### config.mk
export PLATFORM = sky130hd
export DESIGN_NAME = vbi_top
export DESIGN_NICKNAME = d
export VERILOG_FILES = /design/src/rtl/vbi_pkg.sv /design/src/rtl/vbi_frame_tick.sv /design/src/rtl/vbi_status_reg.sv /design/src/rtl/vbi_top.sv
export SDC_FILE = /design/constraint.sdc
export NUM_CORES = 1
export LEC_CHECK = 0
export BUFFER_PORTS_ARGS = -buffer_cell sky130_fd_sc_hd__buf_4
export CORE_MARGIN = 4
export CORE_UTILIZATION = 58
export CTS_BUF_LIST = sky130_fd_sc_hd__clkbuf_8
export DETAILED_ROUTE_END_ITERATION = 8
export PLACE_DENSITY = 0.87
export SLEW_MARGIN = 20
export SYNTH_ARGS = -nofsm -noshare
export SYNTH_HDL_FRONTEND = slang
export SYNTH_SLANG_ARGS = --single-unit
export TNS_END_PERCENT = 30
### constraint.sdc
create_clock -name clk_i -period 2.97 [get_ports clk_i]
set_clock_uncertainty 0.2 [all_clocks]
set_input_delay 0 -clock clk_i [delete_from_list [all_inputs] [get_ports clk_i]]
set_output_delay 0 -clock clk_i [all_outputs]
set_load 0.01 [all_outputs]
### src/rtl/vbi_pkg.sv
package vbi_pkg;
  localparam int unsigned WORD_W = 32;
  localparam int unsigned VB_BIT = 0;

  typedef enum logic {
    SEL_STATUS = 1'b0,
    SEL_ENABLE = 1'b1
  } reg_sel_e;

  function automatic logic [WORD_W-1:0] clear_mask(input logic variant);
    return variant ? 32'hFC08_0EFF : 32'h000F_040F;
  endfunction
endpackage

### src/rtl/vbi_frame_tick.sv
module vbi_frame_tick #(
  parameter int unsigned PERIOD = 1_666_667
) (
  input  logic clk_i,
  input  logic rst_ni,
  input  logic restart_i,
  input  logic stop_i,
  input  logic run_i,
  output logic tick_o
);
  localparam int unsigned CNT_W = (PERIOD > 1) ? $clog2(PERIOD) : 1;
  localparam logic [CNT_W-1:0] LAST = CNT_W'(PERIOD - 1);

  logic [CNT_W-1:0] cnt_q;
  logic             at_last;

  assign at_last = (cnt_q == LAST);
  // a write to the enable word overrides any tick in flight
  assign tick_o  = run_i && at_last && !restart_i && !stop_i;

  always_ff @(posedge clk_i or negedge rst_ni) begin
    if (!rst_ni)                     cnt_q <= '0;
    else if (restart_i || stop_i)    cnt_q <= '0;
    else if (!run_i || at_last)      cnt_q <= '0;
    else                             cnt_q <= cnt_q + 1'b1;
  end
endmodule

### src/rtl/vbi_status_reg.sv
module vbi_status_reg #(
  parameter int unsigned W       = 32,
  parameter logic [W-1:0] SRC_MASK = 1
) (
  input  logic         clk_i,
  input  logic         rst_ni,
  input  logic [W-1:0] set_i,
  input  logic [W-1:0] clr_i,
  output logic [W-1:0] status_o
);
  for (genvar i = 0; i < W; i++) begin : g_bit
    if (SRC_MASK[i]) begin : g_src
      logic q;
      always_ff @(posedge clk_i or negedge rst_ni) begin
        if (!rst_ni)       q <= 1'b0;
        else if (set_i[i]) q <= 1'b1;   // set beats clear
        else if (clr_i[i]) q <= 1'b0;
      end
      assign status_o[i] = q;
    end else begin : g_nosrc
      logic unused_set;
      assign unused_set  = set_i[i];
      assign status_o[i] = 1'b0;
    end
  end

  logic unused_clr;
  assign unused_clr = ^(clr_i & ~SRC_MASK);
endmodule

### src/rtl/vbi_top.sv
module vbi_top
  import vbi_pkg::*;
#(
  parameter int unsigned TICK_CYCLES = 1_666_667,
  parameter logic        VARIANT     = 1'b0
) (
  input  logic              clk_i,
  input  logic              rst_ni,
  input  logic              bus_we_i,
  input  logic              bus_sel_i,
  input  logic [WORD_W-1:0] bus_wdata_i,
  output logic [WORD_W-1:0] bus_rdata_o,
  output logic              irq_o
);
  localparam logic [WORD_W-1:0] CLR_MASK = clear_mask(VARIANT);
  localparam logic [WORD_W-1:0] VB_MASK  = WORD_W'(1) << VB_BIT;

  logic [WORD_W-1:0] en_q;
  logic [WORD_W-1:0] status_q;
  logic [WORD_W-1:0] set_vec;
  logic [WORD_W-1:0] clr_vec;
  logic              en_wr, st_wr, vb_on_wr, vb_off_wr, vb_tick;

  assign en_wr     = bus_we_i && (reg_sel_e'(bus_sel_i) == SEL_ENABLE);
  assign st_wr     = bus_we_i && (reg_sel_e'(bus_sel_i) == SEL_STATUS);
  assign vb_on_wr  = en_wr &&  bus_wdata_i[VB_BIT];
  assign vb_off_wr = en_wr && !bus_wdata_i[VB_BIT];

  always_ff @(posedge clk_i or negedge rst_ni) begin
    if (!rst_ni)    en_q <= '0;
    else if (en_wr) en_q <= bus_wdata_i;
  end

  vbi_frame_tick #(.PERIOD(TICK_CYCLES)) u_tick (
    .clk_i     (clk_i),
    .rst_ni    (rst_ni),
    .restart_i (vb_on_wr),
    .stop_i    (vb_off_wr),
    .run_i     (en_q[VB_BIT]),
    .tick_o    (vb_tick)
  );

  assign set_vec = (vb_on_wr || vb_tick) ? VB_MASK : '0;
  assign clr_vec = st_wr ? (bus_wdata_i & CLR_MASK) : '0;

  vbi_status_reg #(.W(WORD_W), .SRC_MASK(VB_MASK)) u_status (
    .clk_i    (clk_i),
    .rst_ni   (rst_ni),
    .set_i    (set_vec),
    .clr_i    (clr_vec),
    .status_o (status_q)
  );

  assign bus_rdata_o = (reg_sel_e'(bus_sel_i) == SEL_ENABLE) ? en_q : status_q;
  assign irq_o       = |(status_q & en_q);
endmodule

==> flow_summary.toml <==
[outcome]
outcome = "completed"

[logic_synthesis]
synth-edff-count = 0
synth_area_leader_cell = "dfrtp_1"
synth_commonest_cells = "dfrtp_1 (54), and2_1 (33), mux2_2 (32)"
syn_inst = 220
async_flop_share = 1.00
synth_top_area_frac = 0.525
ys_warn_count = 0
yosysMostFrequentCell = "dfrtp_1"
ys_ff_latch = 54
synth.distinct_cells = 32
syn_area_per_cell_um2 = 11.7
ys_top_cells_by_area = "dfrtp_1 (53%), mux2_2 (14%), and2_1 (8.0%)"
yosys_most_used_dff = "dfrtp_1"
ys_seq_area_frac = 0.525
syn_area_um2 = 2570
synth_nets = 258

[timing]
tightest_slew_ns = 0.670
final.min_clock_period_ns = 2.30
fmax_mhz = 434
rsz0062_at_grt = "no"
hold_viol_final = 0
setup_viol = 0
fin_crit_sh = 0.775
slew_violations = 0
setup-tns-final_ns = 0
max_slew_margin = 0.553

[detailed_routing]
drt-wirelength-per-cell_um = 18.4
drt-total-wl_um = 6930
drcViolationCount = 0
drtPass1Iterations = 4
vias = 2086
postRouteAntennaNets = 0
drt-vias-per-instance = 5.55
drtIter0Drc = 101

[clock_network]
cts.sinks = 54
htree_levels = 2
clkTransAtPathRegs_ns = 0.11
clk_latency_ns = 0.32
clockRootBuffer = "clkbuf_8"
cts_tree = "yes"
cts_buffer_depth = 2
cts_resized = 0
cts_buffers = 5

[power_and_ir_drop]
power_switching_uw = 422
pwr-share-seq = 0.531
clockPowerShare = 0.257
swShare = 0.267
leakage_uw = 0.00163
totalPowerFinal_uw = 1580
p_int_uw = 1160
p_comb_frac = 0.212
max-vdd-ir-drop_mv = 0.314
power_density_nw_per_um2 = 446

[global_routing]
grtUsageTotal = 0.266
grt_pass1_wl_um = 11000
grt_max_degree = 55
grt.overflow.total = 0
first_global_vias = 2214
antenna_found_initial = 2

[worst_setup_path]
worstPathRequired_ns = 2.97
reg2reg_depth = 7
path_class = "reg -> reg"
reg2reg_to = "u_status.g_bit[0].g_src.q"
crit_fanout = 5
end_kind = "register"
r2r-start = "u_tick.cnt_q[0]"
rrSetupSlack_ns = 0.67
start_kind = "register"
cp_data_arrival_time_ns = 2.31

[floorplan]
dieArea_um2 = 5560
initial_core_util = 0.621
pin_count = 69
fp.dieH_um = 74.6
fp.coreArea_um2 = 4140
floorplan.rows = 23
die_w_um = 74.6

[placement]
numPortBuffers = 68
hpwlAfterDp_um = 3810
gp_congestion = 0.831

[final_layout]
num-fill-cells = 215
drive_above_1_share = 0.359
area_growth_pct = 38.0
final_nets = 361

[flow_run]
maxCapViolCount = 0

[hold_path]
hp-class = "in -> async"
## cell usage in the layout, fill, tap and decap left out
cell,synthesis,layout
buf_4,1,70
dfrtp_1,54,54
dlygate4sd3_1,0,36
and2_1,33,33
mux2_2,32,32
nor2_1,15,15
xor2_1,10,10
nand3_1,9,9
nand2_1,7,7
a21oi_1,7,7
o21ai_0,5,5
or3_1,5,5
nand4_1,5,5
clkbuf_8,0,5
diode_2,0,3
inv_1,2,3
and3_1,3,3
and4_1,2,2
and4_4,2,2
nand4_4,2,2
nor4b_1,2,2
and4b_1,2,2
o31ai_1,2,2
or4_1,2,2
xnor2_1,2,2
ha_1,2,2
and2_2,1,1
o21ai_2,1,1
and3_2,1,1
or2_2,1,1
a221o_1,1,1
clkinvlp_4,0,1
## worst max-delay path, cell delays in order (launching register included)
cell and delay, ns:
dfrtp_1 0.44, inv_1 0.06, ha_1 0.19, and4b_1 0.19, nand4_1 0.16, nor2_1 0.08, a221o_1 0.33, dlygate4sd3_1 0.55
## cell type report
class	count	area, um2	share of cell area
sequential	54	1350	0.381
multi-input combinational	154	1160	0.326
timing repair buffer	106	886	0.249
antenna	3	7.51	0.00211
tap	50	62.6	0.0176
inverter	2	7.51	0.00211
clock buffer	5	68.8	0.0194
clock inverter	2	11.3	0.00317
## state kept, by name (all words and copies together), names as in the netlist
signal,count
en_q,32
u_tick.cnt_q,21
u_status.g_bit.g_src.q,1
## through the flow
step | util | hold WS, ns | area [um2] | std cells | setup slack (ns)
2_1_floorplan | - | -0.496 | 2570 | 220 | 1.25
3_3_place_gp | 0.749 | -0.119 | 3100 | 330 | 1.12
3_5_place_dp | 0.749 | -0.118 | 3100 | 330 | 1.05
4_1_cts | 0.855 | 0.0894 | 3540 | 373 | 0.712
5_1_grt | 0.856 | 0.147 | 3550 | 375 | 0.562
6_report | 0.857 | 0.0570 | 3550 | 376 | 0.667
## cells by family (layout without fill, tap and decap cells)
| group | Yosys count | after routing | share of synthesized area |
|---|---|---|---|
| mux | 32 | 32 | 0.140 |
| buf+inv | 12 | 115 | 0.0253 |
| xor+xnor | 12 | 12 | 0.0409 |
| compound gates | 16 | 16 | 0.0365 |
| flops | 54 | 54 | 0.525 |
| fa+ha+maj | 2 | 2 | 0.00973 |
| simple gates | 92 | 92 | 0.222 |
| other cells | 0 | 3 | 0 |
## how the worst max path moves through the flow
stage / startpoint / endpoint / cells after the start
3_5_place_dp: u_tick.cnt_q[0] / u_tick.cnt_q[16] / 5
2_1_floorplan: u_tick.cnt_q[0] / u_tick.cnt_q[16] / 6
3_3_place_gp: u_tick.cnt_q[0] / u_tick.cnt_q[14] / 7
6_report: u_tick.cnt_q[0] / u_status.g_bit[0].g_src.q / 7
5_1_grt: u_tick.cnt_q[0] / u_status.g_bit[0].g_src.q / 7
4_1_cts: u_tick.cnt_q[0] / u_status.g_bit[0].g_src.q / 7
## power by group through the flow
stage | sequential (uW) | combinational, uW | clock [uW]
after floorplan | 839 | 151 | 0
after global placement | 842 | 281 | 0
after detailed placement | 849 | 287 | 0
after CTS | 835 | 328 | 396
after global routing | 848 | 364 | 439
final | 840 | 336 | 406
## metal layers
layer  global-route usage  wire length [um]
met5                    0                 0
met4                0.128               306
met2                0.448              3500
met3               0.0622               452
met1                0.322              2670
## repair_timing
item                      4_1_cts  5_1_grt
setup buffers                   0        0
hold endpoints to repair       87        0
hold buffers                   36        0
Note: power is estimated with default switching activity, not from simulation.
